[src/rtl/sc_txstat_pkg.sv]
package sc_txstat_pkg;

    // priority code of the pending request, larger is more urgent
    typedef enum logic [1:0] {
        IRQ_NONE = 2'd0,
        IRQ_TXI  = 2'd1,
        IRQ_RXI  = 2'd2,
        IRQ_ERI  = 2'd3
    } irq_code_e;

    localparam int unsigned NUM_REQ = 3;

    typedef struct packed {
        logic rxf;
        logic ovr;
        logic par;
    } rx_flags_t;

endpackage

[src/rtl/sc_tx_track.sv]
module sc_tx_track #(
    parameter int unsigned RW = 4
) (
    input  logic          clk,
    input  logic          rst_n,
    input  logic          tdr_wr,
    input  logic          tx_done,
    input  logic          tx_err,
    input  logic          clr_esig,
    input  logic [RW-1:0] retry_limit,
    output logic          txe,
    output logic          tend,
    output logic          esig,
    output logic          resend
);

    typedef struct packed {
        logic          txe;
        logic          tend;
        logic          esig;
        logic          resend;
        logic [RW-1:0] cnt;
    } tx_state_t;

    localparam logic [RW-1:0] CNT_ONE = RW'(1);

    tx_state_t st_d, st_q;
    logic      limit_hit;

    assign limit_hit = (st_q.cnt >= retry_limit);

    always_comb begin
        st_d = st_q;
        // register-side clears first, character events override them
        if (tdr_wr) begin
            st_d.txe  = 1'b0;
            st_d.tend = 1'b0;
        end
        if (clr_esig) begin
            st_d.esig = 1'b0;
        end
        if (tx_done) begin
            st_d.txe    = 1'b1;
            st_d.tend   = 1'b1;
            st_d.resend = 1'b0;
            st_d.cnt    = '0;
        end else if (tx_err) begin
            st_d.esig = 1'b1;
            if (limit_hit) begin
                // retries spent: report end so the channel moves on
                st_d.txe    = 1'b1;
                st_d.tend   = 1'b1;
                st_d.resend = 1'b0;
                st_d.cnt    = '0;
            end else begin
                st_d.txe    = 1'b0;
                st_d.tend   = 1'b0;
                st_d.resend = 1'b1;
                st_d.cnt    = st_q.cnt + CNT_ONE;
            end
        end
    end

    always_ff @(posedge clk or negedge rst_n) begin
        if (!rst_n) begin
            st_q.txe    <= 1'b1;
            st_q.tend   <= 1'b1;
            st_q.esig   <= 1'b0;
            st_q.resend <= 1'b0;
            st_q.cnt    <= '0;
        end else begin
            st_q <= st_d;
        end
    end

    assign txe    = st_q.txe;
    assign tend   = st_q.tend;
    assign esig   = st_q.esig;
    assign resend = st_q.resend;

endmodule

[src/rtl/sc_rx_track.sv]
module sc_rx_track
    import sc_txstat_pkg::*;
(
    input  logic      clk,
    input  logic      rst_n,
    input  logic      rx_done,
    input  logic      rx_par,
    input  logic      rdr_rd,
    input  logic      clr_ovr,
    input  logic      clr_par,
    output rx_flags_t flags
);

    rx_flags_t fl_d, fl_q;
    logic      still_full;

    // data still unread at the moment a new character lands
    assign still_full = fl_q.rxf && !rdr_rd;

    always_comb begin
        fl_d = fl_q;
        if (rdr_rd)  fl_d.rxf = 1'b0;
        if (clr_ovr) fl_d.ovr = 1'b0;
        if (clr_par) fl_d.par = 1'b0;
        if (rx_done) begin
            if (still_full) begin
                fl_d.ovr = 1'b1;
            end else if (rx_par) begin
                fl_d.par = 1'b1;
            end else begin
                fl_d.rxf = 1'b1;
            end
        end
    end

    always_ff @(posedge clk or negedge rst_n) begin
        if (!rst_n) begin
            fl_q <= '0;
        end else begin
            fl_q <= fl_d;
        end
    end

    assign flags = fl_q;

endmodule

[src/rtl/sc_req_arb.sv]
module sc_req_arb
    import sc_txstat_pkg::*;
(
    input  logic       tend,
    input  logic       resend,
    input  logic       esig,
    input  rx_flags_t  rxfl,
    input  logic       txi_en,
    input  logic       rxi_en,
    input  logic       tei_en,
    output logic       txi_req,
    output logic       rxi_req,
    output logic       eri_req,
    output logic       tei_req,
    output logic       dma_tx_req,
    output logic [1:0] irq_code
);

    logic [NUM_REQ-1:0] req_vec;
    irq_code_e          code;
    logic               tei_unused;

    assign txi_req    = tend && txi_en;
    assign rxi_req    = rxfl.rxf && rxi_en;
    assign eri_req    = (rxfl.ovr || rxfl.par || esig) && rxi_en;
    // transmit-end request does not exist in this mode
    assign tei_unused = tei_en;
    assign tei_req    = 1'b0;
    assign dma_tx_req = txi_req && !resend;

    // index 0 = TXI, 1 = RXI, 2 = ERI; highest set index wins
    assign req_vec = {eri_req, rxi_req, txi_req};

    always_comb begin
        code = IRQ_NONE;
        for (int i = 0; i < NUM_REQ; i++) begin
            if (req_vec[i]) code = irq_code_e'(i + 1);
        end
    end

    assign irq_code = code;

endmodule

[src/rtl/sc_txstat_ctrl.sv]
module sc_txstat_ctrl
    import sc_txstat_pkg::*;
#(
    parameter int unsigned RW = 4
) (
    input  logic          clk,
    input  logic          rst_n,
    input  logic          tdr_wr,
    input  logic          tx_done,
    input  logic          tx_err,
    input  logic          rx_done,
    input  logic          rx_par,
    input  logic          rdr_rd,
    input  logic          clr_ovr,
    input  logic          clr_par,
    input  logic          clr_esig,
    input  logic          txi_en,
    input  logic          rxi_en,
    input  logic          tei_en,
    input  logic [RW-1:0] retry_limit,
    output logic          txe_flag,
    output logic          tend_flag,
    output logic          rxf_flag,
    output logic          ovr_flag,
    output logic          par_flag,
    output logic          esig_flag,
    output logic          resend_req,
    output logic          txi_req,
    output logic          rxi_req,
    output logic          eri_req,
    output logic          tei_req,
    output logic          dma_tx_req,
    output logic [1:0]    irq_code
);

    rx_flags_t rxfl;

    sc_tx_track #(.RW(RW)) tx_i (
        .clk         (clk),
        .rst_n       (rst_n),
        .tdr_wr      (tdr_wr),
        .tx_done     (tx_done),
        .tx_err      (tx_err),
        .clr_esig    (clr_esig),
        .retry_limit (retry_limit),
        .txe         (txe_flag),
        .tend        (tend_flag),
        .esig        (esig_flag),
        .resend      (resend_req)
    );

    sc_rx_track rx_i (
        .clk     (clk),
        .rst_n   (rst_n),
        .rx_done (rx_done),
        .rx_par  (rx_par),
        .rdr_rd  (rdr_rd),
        .clr_ovr (clr_ovr),
        .clr_par (clr_par),
        .flags   (rxfl)
    );

    sc_req_arb arb_i (
        .tend       (tend_flag),
        .resend     (resend_req),
        .esig       (esig_flag),
        .rxfl       (rxfl),
        .txi_en     (txi_en),
        .rxi_en     (rxi_en),
        .tei_en     (tei_en),
        .txi_req    (txi_req),
        .rxi_req    (rxi_req),
        .eri_req    (eri_req),
        .tei_req    (tei_req),
        .dma_tx_req (dma_tx_req),
        .irq_code   (irq_code)
    );

    assign rxf_flag = rxfl.rxf;
    assign ovr_flag = rxfl.ovr;
    assign par_flag = rxfl.par;

endmodule

[config.mk]
export PLATFORM = sky130hd
export DESIGN_NAME = sc_txstat_ctrl
export DESIGN_NICKNAME = d
export VERILOG_FILES = /design/src/rtl/sc_txstat_pkg.sv /design/src/rtl/sc_tx_track.sv /design/src/rtl/sc_rx_track.sv /design/src/rtl/sc_req_arb.sv /design/src/rtl/sc_txstat_ctrl.sv
export SDC_FILE = /design/constraint.sdc
export NUM_CORES = 1
export LEC_CHECK = 0
export BUFFER_PORTS_ARGS = -buffer_cell sky130_fd_sc_hd__buf_2
export CAP_MARGIN = 20
export CELL_PAD_IN_SITES_DETAIL_PLACEMENT = 1
export CELL_PAD_IN_SITES_GLOBAL_PLACEMENT = 1
export CORE_MARGIN = 5
export CORE_UTILIZATION = 30
export CTS_CLUSTER_DIAMETER = 200
export CTS_CLUSTER_SIZE = 25
export DETAILED_ROUTE_END_ITERATION = 6
export PLACE_DENSITY = 0.76
export SLEW_MARGIN = 15
export SYNTH_ARGS = -nofsm -noshare
export SYNTH_HDL_FRONTEND = slang
export SYNTH_SLANG_ARGS = --single-unit
export TNS_END_PERCENT = 5
[constraint.sdc]
create_clock -name clk -period 1.44 [get_ports clk]
set_input_delay 0.288 -clock clk [delete_from_list [all_inputs] [get_ports clk]]
set_output_delay 0.288 -clock clk [all_outputs]
set_load 0.1 [all_outputs]
==> After elaboration in Yosys (flattened, before gate mapping) <==
Cells that the tools add are included.
{ "classes": {"add_sub_neg": 1, "order_cmp": 1, "n_mux": 20, "reduce_logical": 11} }
{ "ops": {"columns": ["cell", "n"], "rows": [
  ["$mux 1", 11],
  ["$mux 2", 5],
  ["$mux 5", 2],
  ["$mux 8", 1],
  ["$logic_and 1x1->1", 5],
  ["$add 4x1->4 const B", 1],
  ["$ge 4x4->1", 1],
  ["$mux 3", 1],
  ["$reduce_bool 3->1", 1],
  ["$logic_not 1->1", 2],
  ["$logic_or 1x1->1", 2],
  ["$reduce_bool 2->1", 1]
]} }
{ "word_totals": {"reg_bits": 11, "in_bits": 18, "out_inout_bits": 14, "word_cells": 41} }

==> Longest topological paths before layout <==
{ "logic_depth": {"depth_word": 4, "ltp_mapped": 5, "depth_no_buf": 5} }

==> Cells and area by module <==
Synthesis repeated with hierarchy kept, for this count alone.
{ "hier_totals": {"hier_cells": 61, "hier_area_um2": 604.3} }
{ "by_module_without_submodules": {"columns": ["module", "instances", "cells_each", "area_each_um2", "seq_area_each_um2"], "rows": [
  ["sc_tx_track", 1, 39, 414.1, 176.4],
  ["sc_rx_track", 1, 11, 126.4, 75.1],
  ["sc_req_arb", 1, 11, 63.8, 0.0]
]} }

==> Worst setup path after synthesis <==
Ideal clock, no wire load.
{ "synth_path": {"path_kind": "register to output", "start": "register rx_i.fl_q, in the netlist rx_i.flags[2]", "end": "output port irq_code[0]", "arrival_ns": 3.661, "t_required_ns": 1.152, "setup_slack_ns": -2.509, "stages_incl_launch_ff": 3, "n_path_buf": 0, "cell_sequence": "dfrtp_1 -> and2_1 -> o21ai_0"} }
{ "synth_via": {"elab_chain_len": 3} }
{ "synth_lines": {"columns": ["item", "line_no", "rtl"], "rows": [
  ["from (decl)", "sc_rx_track.sv:14", "rx_flags_t fl_d, fl_q;"],
  ["from (signal assigned)", "sc_rx_track.sv:40", "fl_q <= fl_d;"],
  ["$logic_and 1x1->1", "sc_req_arb.sv:24", "assign rxi_req = rxfl.rxf && rxi_en;"],
  ["net rxi_req", "sc_txstat_ctrl.sv:29", "output logic rxi_req,"],
  ["$mux 2 (2 in series)", "sc_req_arb.sv:37", "if (req_vec[i]) code = irq_code_e'(i + 1);"],
  ["to (decl)", "sc_txstat_ctrl.sv:33", "output logic [1:0] irq_code"]
]} }
The timed path passes the listed nets, and every way through them passes these cells.

==> Final worst setup path <==
{ "layout_path": {"start": "register, netlist name tx_i.tend", "end": "output port irq_code[0]"} }
{ "layout_via": {"elab_chain_len": 4} }
{ "layout_lines": {"columns": ["item", "line_no", "rtl"], "rows": [
  ["$logic_and 1x1->1", "sc_req_arb.sv:23", "assign txi_req = tend && txi_en;"],
  ["$mux 1", "sc_req_arb.sv:37", null],
  ["$mux 2 (2 in series)", "sc_req_arb.sv:37", null]
]} }
No other way between the ends.

==> impl_metrics.toml <==
[logic_synthesis]
synthDominantAreaCellType = "dfrtp_1"
ys_warn_count = 0
postSynthRegisterBits = 10
synthDominantCellAreaShare_pct = 38.14
avgSynthCellArea_sq_um = 9.086
synth_area_leaders = "dfrtp_1, ha_1, inv_1"
synth_area_sq_um = 590.6
ys_types = 24
synth.yosys.seq_area_share_pct = 42.58
netlist_instances = 65
syn-num-nets = 88

[run_status]
outcome = "finished with violations"
violations = "negative setup slack"

[grt]
grt_pass1_vias = 649
grt-ovfl-total = 0
antenna_found_initial = 0
grt_usage_pct = 14.91
use_met2_pct = 27.89
grt_max_degree = 11
use_met3_pct = 5.177
grt_pass1_wl_mm = 2.980
top_usage_layer = "met2"
use_met1_pct = 14.19

[clocking]
cts_tree = "done"
clkTransAtPathRegs_ns = 0.07
clockRootBuffer = "clkbuf_4"
cts.sinks = 10
htree_levels = 1
clock_latency_ns = 0.28
cts_made_buffers = 3
clock_path_buffers = 2

[floorplanning]
fp.dieW_microns = 54.37
start_util_pct = 30.73
dieArea_sq_um = 2956
core_area_sq_um = 1922
ios = 32
num_rows = 16
die_y_microns = 54.37

[finish]
finalNonFillerCells = 127
nets = 124
drive_gt1_share_pct = 53.00
fillCellCount = 226
synthToLayoutAreaGrowth_pct = 74.36
antennaDiodeCount = 0

[sta]
fin_skew_ns = 0.002731
hold_viol_final = 0
fin_crit_sh_pct = 113.3
rsz0062_at_grt = "yes"
tns_ns = -0.9374
setup_slack_ns = -0.1910
slew_viol_final = 0
clock.fmax_mhz = 613.1
setup-violations-final = 7
period_minus_slack_ns = 1.631

[min_path]
hold_path.class = "in2reg"
holdPathStages = 2

[detailed_routing]
num_vias = 586
drt_first_pass_iters = 2
vias_per_cell = 4.614
drtIter0Drc = 4
drt-total-wl_mm = 1.875
post_drt_wl_per_cell_microns = 14.76
ant_nets = 0
drc = 0

[worst_setup_path]
cp_data_arrival_time_ns = 1.34
critPathMaxFanout = 3
ff2ff_setup_slack_ns = 0.03
cp-end-kind = "primary output"
startpoint_type = "register"
rr_worst_depth = 5
critPathKind = "reg2out"
required_ns = 1.15

[place]
placed_cells = 121
port_buffers = 29
dp_hpwl_mm = 1.483
globalplace.congestion = 0.6904

[power]
powerDensity_nw_per_um2 = 1125
peakVddDrop_mv = 0.5274
p_leak_uw = 0.0005061

[job]
maxCapViolations = 0
[report_power, final]
group	internal [uW]	switching [uW]	leakage, uW
registers	308	26.3	0.000123
clock network	154	117	0.0000210
logic	176	377	0.000362
total	638	521	0.000506
[cells in the final DEF, fill, tap and decap left out, types with 2 or more instances in the layout]
| cell | n |
|---|---|
| inv_1 | 9 |
| dfrtp_1 | 5 |
| ha_1 | 5 |
| o31ai_1 | 2 |
| nor2_1 | 2 |
| buf_4 | 2 |
| dfrtp_2 | 3 |
| nand3_1 | 2 |
| o22ai_1 | 2 |
| o21ai_1 | 2 |
| buf_12 | 9 |
| nand2_1 | 8 |
| clkbuf_4 | 4 |
| buf_2 | 19 |
[state kept, by name (all words and copies together), names as in the netlist]
name	count
tx_i.st_q	4
rx_i.flags	3
tx_i.resend	1
tx_i.tend	1
tx_i.esig	1
[stage by stage]
step                      utilization (%)  hold slack, ns  setup slack [ns]  total power, uW  cell area (sq um)
after floorplan                         -       -0.007591           -0.3582            702.7              655.6
after global placement              48.89          0.1604           0.01245            846.9              939.7
after detailed placement            48.89          0.1670          -0.01904            859.7              939.7
after CTS                           53.45          0.1640           -0.1975             1158               1027
after global routing                53.58          0.1517           -0.2299             1208               1030
final                               53.58          0.1691           -0.1910             1159               1030
[critical path: stages, from the launching register on]
cell	delay, ns
dfstp_4	0.63
nand2_4	0.08
o21ai_4	0.16
buf_12	0.19
[per-layer routing]
layer  vias up  routed length (microns)
met5         -                        0
met4         0                       39
met3         4                      130
met2        19                     1041
met1       283                      663
li1        280                        -
[logic make-up (layout without fill, tap and decap cells)]
logic type | after synthesis | count (layout) | share of synthesized area [%]
other cells | 1 | 1 | 0.6350
flops | 10 | 10 | 42.59
xor+xnor | 2 | 2 | 2.967
compound gates | 14 | 14 | 16.95
buf+inv | 13 | 48 | 9.533
fa+ha+maj | 5 | 5 | 10.59
simple gates | 20 | 20 | 16.74
[final timing paths]
path                                      to          from
max in group asynchronous          tx_i.tend         rst_n
min in group asynchronous       tx_i.st_q[1]         rst_n
worst max-delay path             irq_code[0]     tx_i.tend
worst max register to register     tx_i.tend  tx_i.st_q[0]
worst min register to register  tx_i.st_q[3]  tx_i.st_q[3]
worst min-delay path               tx_i.esig      clr_esig
[synth_stat cells]
cell type,instances
inv_1,11
dfrtp_1,9
nand2_1,9
ha_1,5
o21ai_0,4
nor2_1,3
o31ai_1,3
buf_4,2
nand2b_1,2
nand3_1,2
o22ai_1,2
a21o_1,1
a21oi_2,1
a2bb2oi_1,1
and2_1,1
conb_1,1
dfstp_2,1
nand2_2,1
nor2b_1,1
nor3b_2,1
o211ai_1,1
o31ai_2,1
xnor2_1,1
xor2_1,1
[cell type report]
type | instances | area, sq um | share of cell area, %
Tap cell | 27 | 33.78 | 3.281
Sequential cell | 10 | 262.8 | 25.52
Timing Repair Buffer | 33 | 319.1 | 30.98
Inverter | 11 | 45.04 | 4.374
Clock buffer | 4 | 36.28 | 3.524
Multi-Input combinational cell | 42 | 332.8 | 32.32
[repair_timing]
item	4_1_cts	5_1_grt
pin swaps	1	3
setup endpoints to repair	7	14
buffers inserted	1	0
resized for setup	9	3
hold buffers	1	0
cloned	0	0
endpoints found under the hold margin	9	0
(Power assumes the default switching activity.)
